--- config.mk ---
export PLATFORM = sky130hd
export DESIGN_NAME = host_mem_window
export DESIGN_NICKNAME = d
export VERILOG_FILES = /design/src/rtl/host_mem_window.sv
export SDC_FILE = /design/constraint.sdc
export NUM_CORES = 1
export LEC_CHECK = 0
export ABC_CLOCK_PERIOD_IN_PS = 3700
export BUFFER_PORTS_ARGS = -buffer_cell sky130_fd_sc_hd__buf_4
export CORE_UTILIZATION = 50
export DETAILED_ROUTE_END_ITERATION = 16
export GPL_TIMING_DRIVEN = 0
export PLACE_DENSITY_LB_ADDON = 0.2
export SYNTH_ARGS = -nofsm -noshare
export SYNTH_HDL_FRONTEND = slang
export SYNTH_SLANG_ARGS = --single-unit
--- constraint.sdc ---
create_clock -name clk -period 3.7 [get_ports clk]
set_clock_uncertainty 0.05 [all_clocks]
set_input_delay 0.74 -clock clk [delete_from_list [all_inputs] [get_ports clk]]
set_output_delay 0.74 -clock clk [all_outputs]
set_load 0.03 [all_outputs]
--- src/rtl/host_mem_window.sv ---
module host_mem_window (
  input  logic        clk,
  input  logic        rst_n,
  input  logic [2:0]  host_off,
  input  logic        host_rd,
  input  logic        host_wr,
  input  logic [7:0]  host_wdata,
  output logic [7:0]  host_rdata,
  output logic        host_e2h_full,
  output logic [12:0] mem_addr,
  output logic        mem_re,
  output logic        mem_we,
  output logic [3:0]  mem_be,
  output logic [31:0] mem_wdata,
  input  logic [31:0] mem_rdata,
  input  logic        ec_h2e_rd,
  output logic [7:0]  ec_h2e_data,
  output logic        ec_h2e_full,
  input  logic        ec_e2h_wr,
  input  logic [7:0]  ec_e2h_wdata
);

  localparam logic [1:0] M_BYTE = 2'd0;
  localparam logic [1:0] M_HALF = 2'd1;
  localparam logic [1:0] M_AUTO = 2'd3;

  logic [7:0]  addr_lo;
  logic [6:0]  addr_hi;
  logic [31:0] stg;
  logic [7:0]  e2h_q;
  logic [12:0] waddr;
  logic [1:0]  mode;
  logic [1:0]  lane;
  logic        is_data, rd_acc, wr_acc, bump, addr_wr;
  logic [3:0]  acc_be;
  logic [7:0]  rd_lane, stg_lane;

  assign mode    = addr_lo[1:0];
  assign waddr   = {addr_hi, addr_lo[7:2]};
  assign lane    = host_off[1:0];
  assign is_data = host_off[2];
  assign addr_wr = host_wr && (host_off == 3'd2 || host_off == 3'd3);
  assign bump    = (host_rd || host_wr) && is_data && lane == 2'd3 && mode == M_AUTO;

  always_comb begin
    case (mode)
      M_BYTE: begin
        acc_be = 4'b0001 << lane;
        rd_acc = 1'b1;
        wr_acc = 1'b1;
      end
      M_HALF: begin
        acc_be = lane[1] ? 4'b1100 : 4'b0011;
        rd_acc = !lane[0];
        wr_acc = lane[0];
      end
      default: begin
        acc_be = 4'b1111;
        rd_acc = (lane == 2'd0);
        wr_acc = (lane == 2'd3);
      end
    endcase
  end

  assign mem_addr = waddr;
  assign mem_re   = host_rd && is_data && rd_acc;
  assign mem_we   = host_wr && is_data && wr_acc;
  assign mem_be   = (mem_re || mem_we) ? acc_be : 4'b0000;

  always_comb begin
    mem_wdata = stg;
    mem_wdata[{lane, 3'b000} +: 8] = host_wdata;
  end

  assign rd_lane  = mem_rdata[{lane, 3'b000} +: 8];
  assign stg_lane = stg[{lane, 3'b000} +: 8];

  always_ff @(posedge clk or negedge rst_n) begin
    if (!rst_n) begin
      addr_lo <= 8'h00;
      addr_hi <= 7'h00;
    end else if (host_wr && host_off == 3'd2) begin
      addr_lo <= host_wdata;
    end else if (host_wr && host_off == 3'd3) begin
      addr_hi <= host_wdata[6:0];
    end else if (bump) begin
      {addr_hi, addr_lo[7:2]} <= waddr + 13'd1;
    end
  end

  always_ff @(posedge clk or negedge rst_n) begin
    if (!rst_n) begin
      stg <= 32'h0;
    end else if (addr_wr) begin
      stg <= 32'h0;
    end else if (host_wr && is_data && mode != M_BYTE) begin
      stg[{lane, 3'b000} +: 8] <= host_wdata;
    end else if (mem_re && mode != M_BYTE) begin
      for (int i = 0; i < 4; i++)
        if (acc_be[i]) stg[i*8 +: 8] <= mem_rdata[i*8 +: 8];
    end
  end

  always_ff @(posedge clk or negedge rst_n) begin
    if (!rst_n) begin
      host_rdata <= 8'h00;
    end else if (host_rd) begin
      case (host_off)
        3'd0:    host_rdata <= ec_h2e_data;
        3'd1:    host_rdata <= e2h_q;
        3'd2:    host_rdata <= addr_lo;
        3'd3:    host_rdata <= {1'b0, addr_hi};
        default: host_rdata <= mem_re ? rd_lane : stg_lane;
      endcase
    end
  end

  always_ff @(posedge clk or negedge rst_n) begin
    if (!rst_n) begin
      ec_h2e_data <= 8'h00;
      ec_h2e_full <= 1'b0;
    end else if (host_wr && host_off == 3'd0) begin
      ec_h2e_data <= host_wdata;
      ec_h2e_full <= 1'b1;
    end else if (ec_h2e_rd) begin
      ec_h2e_full <= 1'b0;
    end
  end

  always_ff @(posedge clk or negedge rst_n) begin
    if (!rst_n) begin
      e2h_q         <= 8'h00;
      host_e2h_full <= 1'b0;
    end else if (ec_e2h_wr) begin
      e2h_q         <= ec_e2h_wdata;
      host_e2h_full <= 1'b1;
    end else if (host_rd && host_off == 3'd1) begin
      host_e2h_full <= 1'b0;
    end
  end

  p_no_rw_clash_r4: assert property (@(posedge clk) disable iff (!rst_n)
    !(mem_re && mem_we));

  p_word_flush_r4: assert property (@(posedge clk) disable iff (!rst_n)
    (host_wr && host_off == 3'd7 && mode[1]) |-> (mem_we && mem_be == 4'hF));

  p_byte_lane_r6: assert property (@(posedge clk) disable iff (!rst_n)
    ((mem_we || mem_re) && mode == M_BYTE) |-> ($countones(mem_be) == 1));

  p_autoinc_r5: assert property (@(posedge clk) disable iff (!rst_n)
    bump |=> (waddr == $past(waddr) + 13'd1));

  p_addr_discard_r8: assert property (@(posedge clk) disable iff (!rst_n)
    addr_wr |=> (stg == 32'h0));

  p_h2e_set_r9: assert property (@(posedge clk) disable iff (!rst_n)
    (host_wr && host_off == 3'd0) |=> ec_h2e_full);

  p_e2h_set_r10: assert property (@(posedge clk) disable iff (!rst_n)
    ec_e2h_wr |=> host_e2h_full);

endmodule

### Word-level counts from Yosys, hierarchy flattened

Cells that the tools add are included.
Widths: inputs -> output; s select.

| operators by class | value |
|---|---|
| $add $sub $neg | 2 |
| $mul | 0 |
| divide/modulo/power cells | 0 |
| magnitude comparators | 0 |
| equal/unequal tests | 7 |
| shift operators | 5 |
| mux-type cells | 24 |
| bitwise operators | 1 |
| reductions and logical operators | 37 |

Operator list:

| operator | count |
|---|---|
| $mux 32 | 3 |
| $shiftx 32x6->8 | 2 |
| $mux 8 | 5 |
| $bwmux 32 | 1 |
| $pmux 8 s4 | 1 |
| $shift 8x7->32 const A | 1 |
| $shiftx 8x7->32 | 1 |
| $mux 6 | 3 |
| $reduce_bool 3->1 | 5 |
| $logic_and 1x1->1 | 14 |
| $mux 7 | 2 |
| $add 13x1->13 const B | 1 |
| $reduce_and 2->1 | 6 |
| $reduce_bool 2->1 | 5 |
| $mux 4 | 2 |
| $pmux 4 s2 | 1 |
| $neg 5->7 | 1 |
| $eq 3x2->1 const B | 2 |
| $eq 2x2->1 const B | 2 |
| $logic_not 2->1 | 2 |
| $mux 1 | 4 |
| $pmux 1 s2 | 2 |
| $shl 1x2->4 const A | 1 |
| $eq 3x1->1 const B | 1 |
| other kinds (6) | 8 |

| storage, ports and cells | value |
|---|---|
| bits in registers | 73 |
| bits in latches | 0 |
| RAM bits | 0 |
| memory bits (read-only) | 0 |
| bits of input ports | 57 |
| output and inout port bits | 69 |
| word-level logic and storage cells | 88 |
| memories kept | 0 |

### Logic depth before layout (Yosys ltp)

Gate-level depths: netlist of run 1.

| logic depth | value |
|---|---|
| depth after elaboration | 7 |
| depth in mapped cells | 11 |
| gate-level depth less buffers | 7 |

### Least setup slack after synthesis of run 1

OpenSTA, ideal clock, no wires.

| timing path | value |
|---|---|
| kind | input port to output port |
| start point | in host_off[0] |
| end point | out mem_be[0] |
| arrival | 2.719 ns |
| setup slack | 0.191 ns |
| stages on the path | 9 |
| cell sequence | buf_2 > inv_1 > ha_1 > nor2b_4 > buf_6 > nor3_4 > buf_6 > nor2_1 > a21oi_1 |

| on the way | value |
|---|---|
| word-level cells in the longest chain between the ends | 5 |
| elaborated cells between the ends (all ways) | 11 |
| those cells by class | eq/ne: 1; shift: 1; mux: 4; reduce/logical: 5 |

Ends and longest elaborated chain:

| element | line | RTL |
|---|---|---|
| start: declaration | 4 | `input logic [2:0] host_off,` |
| $logic_not 2->1 / $logic_not 1->1 (equally long branches) | 59, 54 |  |
| $pmux 1 s2 (*) | 46 | `case (mode)` |
| $logic_and 1x1->1 (*) | 66 | `assign mem_re = host_rd && is_data && rd_acc;` |
| net mem_re | 11 | `output logic mem_re,` |
| $logic_or 1x1->1 (*) | 68 | `assign mem_be = (mem_re \|\| mem_we) ? acc_be : 4'b0000;` |
| $mux 4 (*) | 68 |  |
| end: declaration | 13 | `output logic [3:0] mem_be,` |

Mark *: on every way through the listed nets, which the timed path passes. The rest lies on a longest branch.

### Final worst setup path of run 1

| timing path | value |
|---|---|
| start point | in host_off[0] |
| end point | out mem_be[0] |

| on the way | value |
|---|---|
| word-level cells in the longest chain between the ends | 5 |
| elaborated cells between the ends (all ways) | 11 |
| those cells by class | eq/ne: 1; shift: 1; mux: 4; reduce/logical: 5 |

Ends and longest elaborated chain:

| element | line | RTL |
|---|---|---|
| $eq 2x2->1, or another cell as far along | 60 | `wr_acc = (lane == 2'd3);` |
| $pmux 1 s2 | 46 |  |
| $logic_and 1x1->1, on equally long branches | 67, 66 |  |
| $logic_or 1x1->1 | 68 |  |
| $mux 4 (*) | 68 |  |

Mark *: on every way between the ends. The rest lies on a longest branch, timed or not.

==> flow_summary.toml, run 1 <==
[outcome]
outcome = "completed"

[timing]
holdWs_ns = 0.433
rsz0062_at_grt = "false"
period_share_pct = 95.6
fmax_ghz = 0.283
worstMarginPinSlew_ns = 0.948
slew_viol_final = 0
fin_crit_ns = 3.54
finalHoldViolCount = 0
slew_headroom_pct = 36.8
setup_viol = 0

[synth]
ys_ff_latch = 73
synth_edf_count = 0
ys_warn_count = 0
syn_avg_cell_area_um2 = 9.05
synthXorXnorAreaFrac_pct = 0.351
synthAdderAreaFrac_pct = 1.76
synthCells = 551
synthMuxAreaShare_pct = 13.5
synth_fp_nets = 615
syn-cell-area_um2 = 4990
synth-simple-area-share_pct = 15.0
synth_compound_area_share_pct = 26.4
synth_top_family_by_area = "compound AO/OA/AOI/OAI gates"
yosysSeqAreaShare_pct = 36.6
synthArstFlopShare_pct = 100
yosysUniqueCellTypes = 57
synth_ff_type = "dfrtp_1"

[grt]
grt_pass1_vias = 4801
grt_max_degree = 74
grt.total_usage_pct = 33.7
grt_pass1_wl_um = 25900
antenna_found_initial = 0
overflow = 0

[placement]
place_hpwl_um = 12500
placed_area_um2 = 6080
placed_cells = 807
place.gp.congestion = 0.978
io_buffers = 123

[critical_path]
worstSetupPathType = "in2out"
end_kind = "output port"
crit_fanout = 10
worstPathArrival_ns = 2.75
cp.required_ns = 2.91
startpoint_type = "input pin"

[power_and_ir_drop]
p_leak_nw = 2.77
power.density_nw_per_um2 = 504
ir_worst_vdd_mv = 0.290

[floorplanning]
io_pins = 126
initial_utilization_pct = 51.3
die_w_um = 102
core_area_um2 = 9730
die-height_um = 102
rows = 36
die_area_um2 = 10400

[job]
drv_cap = 0

[drt]
vias = 5165
avgViaCountPerCell = 6.26
wirelength_um = 17100
drt-initial-drc-count = 457
wl_per_cell_um = 20.7
first_pass_iters = 6
ant_nets = 0
drc_errors = 0

[clock_network]
cts.path.max_buffers = 2
cts_tree = "yes"
clock-sinks = 73
root_buffer = "clkbuf_8"
clkLatencyLatePin_ns = 0.37
h-tree-depth = 3
cts_buffers = 9
clkTransAtPathRegs_ns = 0.08

[hold_path]
hp-class = "reg2reg"

[cells_and_area]
fin_nets = 751
antennaDiodeCount = 0
final_area_um2 = 6330
syn2layout_area_growth_pct = 27.0
stdcell_count = 825
drive_gt1_share_pct = 29.0
metrics by stage:
| step | worst slack [ns] | total power, mW | TNS [ns] | utilization, % |
|---|---|---|---|---|
| finish | 0.162 | 3.19 | 0 | 65.1 |
| global route | 0.0609 | 3.34 | 0 | 65.1 |
| CTS | 0.00753 | 3.18 | 0 | 65.1 |
| detailed placement | -0.412 | 2.53 | -6.93 | 62.5 |
| global placement | -0.395 | 2.50 | -7.57 | 62.5 |
| floorplan | 0.191 | 2.00 | 0 | - |
synth_stat cells (7+ instances only):
cell	instances	area share, %
buf_2	13	1.3
o21ai_0	59	5.9
a22o_1	31	5.4
nand2_1	58	4.4
inv_1	13	0.98
a21oi_1	24	2.4
o211ai_1	7	1.1
o31ai_1	8	1.2
a211o_1	9	1.6
nand3_1	25	2.5
a211oi_1	7	1.1
buf_4	9	1.4
a221oi_1	7	1.2
clkbuf_1	25	1.9
mux2_2	19	4.3
ha_1	7	1.8
and3_1	12	1.5
mux2i_1	46	9.2
nor2_1	11	0.83
dfrtp_1	73	37
worst max-delay path, stage by stage:
cell,delay [ns]
buf_4,0.13
buf_2,0.18
inv_1,0.27
ha_1,0.31
nor2b_4,0.06
buf_6,0.14
nor3_4,0.16
buf_6,0.21
nor2_1,0.11
a21oi_1,0.23
buf_4,0.21
power by group:
group	internal, mW	total [mW]	switching, mW
clock	0.316	0.649	0.334
sequential	0.972	1.16	0.188
combinational	0.558	1.39	0.827
cell type report:
type | instances | area [µm²]
timing repair buffer | 126 | 958
tap | 133 | 166
sequential | 73 | 1830
clock buffer | 9 | 124
buffer | 48 | 251
fill | 852 | 3390
inverter | 17 | 66.3
multi-input combinational | 412 | 2870
clock inverter | 7 | 76.3
state kept, by name, indices dropped and copies added, names as in the netlist:
register,cells
e2h_q,8
ec_h2e_data,8
addr_lo,8
ec_h2e_full,1
addr_hi,7
host_e2h_full,1
host_rdata,8
stg,32
cells by family (layout without fill, tap and decap cells):
group	after synthesis	count (layout)
flip-flops	73	73
adder cells (fa/ha/maj)	7	7
AND/OR/NAND/NOR	145	145
XOR/XNOR	2	2
multiplexers	65	65
AO/OA/AOI/OAI	193	193
buffers and inverters	66	207
path summary, 6_finish.rpt:
path                                  start        endpoint  slack (ns)  cells past startpoint
worst max-delay path            host_off[0]       mem_be[0]        0.16                     11
worst min-delay path                 stg[3]          stg[3]        0.43                      2
worst max register to register   addr_lo[1]         stg[18]        1.55                      7
worst min register to register       stg[3]          stg[3]        0.43                      2
max in group asynchronous             rst_n  ec_h2e_data[6]        2.53                      1
min in group asynchronous             rst_n          stg[6]        0.47                      1
layout by cell type, fill, tap and decap left out, types with 12 or more instances in the layout:
master,instances
and3_1,12
nand2_1,58
a22o_1,31
mux2i_1,46
clkbuf_1,19
dfrtp_1,73
inv_1,13
mux2_2,19
buf_2,13
o21ai_0,59
a21oi_1,24
buf_4,134
nand3_1,25
repair_timing:
action / in CTS / in global routing
endpoints found under the setup margin: 32 / 22
hold buffers: 0 / 0
setup buffers: 3 / 0
resized for setup: 5 / 9
pin swaps: 2 / 0
metal layers:
metal  share of wire, %  vias to the layer above  GRT usage [%]
li1                   -                     2335              -
met1                 41                     2476           45.5
met2                 46                      315           53.2
met3                9.2                       39           5.68
met4                3.0                        0           15.8
met5                  0                        -              0
No activity file was read; power rests on OpenSTA's default activity.
==> inputs of run 2 (changes only) <==
--- a/config.mk
+++ b/config.mk
@@ -7,6 +7,7 @@
 export LEC_CHECK = 0
 export ABC_CLOCK_PERIOD_IN_PS = 3700
 export BUFFER_PORTS_ARGS = -buffer_cell sky130_fd_sc_hd__buf_4
+export CORE_ASPECT_RATIO = 0.9
 export CORE_UTILIZATION = 50
 export DETAILED_ROUTE_END_ITERATION = 16
 export GPL_TIMING_DRIVEN = 0
==> run 2 against run 1 <==
Clock power rose by 13%. Critical path type unchanged. Sequential share of layout area fell by 0.051 points. Largest power group unchanged. Wire length rose by 4.3%.
==> flow_summary.toml, run 2 (same netlist as run 1, synthesis figures left out) <==
[placement]
placed_area_um2 = 6070
io_buffers = 123
place_hpwl_um = 12900
preCtsSetupSlack_ns = -0.533
placed_cells = 800
place.gp.congestion = 0.921

[cells_and_area]
final_common_cell = "buf_4"
layout_common_cells = "buf_4 (133), dfrtp_1 (73), o21ai_0 (59)"
stdcell_count = 817
final_util_pct = 65.4
drive_gt1_share_pct = 29.1
syn2layout_area_growth_pct = 27.2
fin_nets = 750
largest_reg_flops = 32
final_area_um2 = 6350
antennaDiodeCount = 0
regMostFlops = "stg"

[clock_network]
clkLatencyLatePin_ns = 0.37
h-tree-depth = 3
cts.path.max_buffers = 2
clkTransAtPathRegs_ns = 0.08
cts_buffers = 9
cts_tree = "yes"
clock-sinks = 73
root_buffer = "clkbuf_8"

[timing]
rsz0062_at_grt = "false"
slew_viol_final = 0
worstMarginPinSlew_ns = 0.984
holdWs_ns = 0.440
slew_headroom_pct = 34.4
setup_viol = 0
finalHoldViolCount = 0
setup_ws_ns = 0.107
fmax_ghz = 0.278
fin_crit_ns = 3.59
period_share_pct = 97.1
final.setup.tns_ns = 0

[hold_path]
min_from = "stg[7]"
hp-class = "reg2reg"

[grt]
overflow = 0
grt_util_met3_pct = 6.54
grt-busiest-layer = "met1"
grt_max_degree = 74
grt.total_usage_pct = 35.6
grt_util_met2_pct = 51.5
antenna_found_initial = 0
grt.met1_usage_pct = 52.9
grt_pass1_wl_um = 27800
grt_pass1_vias = 4836

[floorplanning]
die_area_um2 = 10400
core_area_um2 = 9700
initial_utilization_pct = 51.4
io_pins = 126
die-height_um = 96.8
rows = 34
die_w_um = 107

[power_and_ir_drop]
switchingPower_mw = 1.36
internal_power_mw = 1.92
combPwrFrac_pct = 42.5
p_sw_share_pct = 41.5
power.density_nw_per_um2 = 517
total_power_mw = 3.28
ir_worst_vdd_mv = 0.315
power_frac_clock_pct = 22.3
p_leak_nw = 2.79
p_seq_share_pct = 35.1

[outcome]
outcome = "completed"

[drt]
ant_nets = 0
avgViaCountPerCell = 6.36
first_pass_iters = 5
wirelength_um = 17800
drt-initial-drc-count = 763
drc_errors = 0
wl_per_cell_um = 21.8
vias = 5200

[critical_path]
startpoint_type = "input pin"
critPathLaunch = "host_off[1]"
worstPathArrival_ns = 2.80
cp.required_ns = 2.91
rr_startpoint = "addr_lo[1]"
worstSetupPathType = "in2out"
crit_fanout = 10
end_kind = "output port"

[job]
drv_cap = 0
-- run 2: timing repair --
action,in CTS,in global routing
endpoints found under the setup margin,35,26
pin swaps,2,1
gates resized for setup,8,5
hold buffers,0,0
setup buffers,1,1
-- run 2: critical path, stage by stage --
cell,delay [ns]
buf_4,0.10
clkbuf_2,0.23
clkinv_2,0.21
ha_1,0.31
nor3b_1,0.35
and3_1,0.44
a22o_1,0.24
buf_4,0.18
-- run 2: power by group through the flow --
stage / registers (mW) / logic (mW) / clock network [mW]
floorplan: 1.20 / 0.795 / 0
global placement: 1.15 / 1.35 / 0
detailed placement: 1.16 / 1.37 / 0
CTS: 1.14 / 1.38 / 0.737
global route: 1.17 / 1.49 / 0.772
finish: 1.15 / 1.40 / 0.732
-- run 2: final timing paths --
path	slack (ns)	to	depth (start not counted)
max in group asynchronous	2.48	stg[9]	1
max reg2reg	1.54	stg[17]	7
min	0.44	stg[7]	2
min in group asynchronous	0.46	stg[20]	1
max	0.11	mem_wdata[9]	8
min reg2reg	0.44	stg[7]	2
-- run 2: per-layer routing --
layer	vias up	part of all wire [%]	wire, µm
met1	2480	44	7830
li1	2339	-	-
met4	0	3.6	637
met3	45	9.9	1760
met2	336	43	7620
met5	-	0	0
-- run 2: layout make-up --
| class | count | area (µm²) |
|---|---|---|
| plain buffers | 48 | 251 |
| clock buffers | 9 | 124 |
| clock inverters | 7 | 103 |
| fillers | 840 | 3350 |
| inverters | 17 | 67.6 |
| multi-input cells | 412 | 2870 |
| flip-flops and latches | 73 | 1830 |
| well taps | 126 | 158 |
| repair buffers | 125 | 951 |
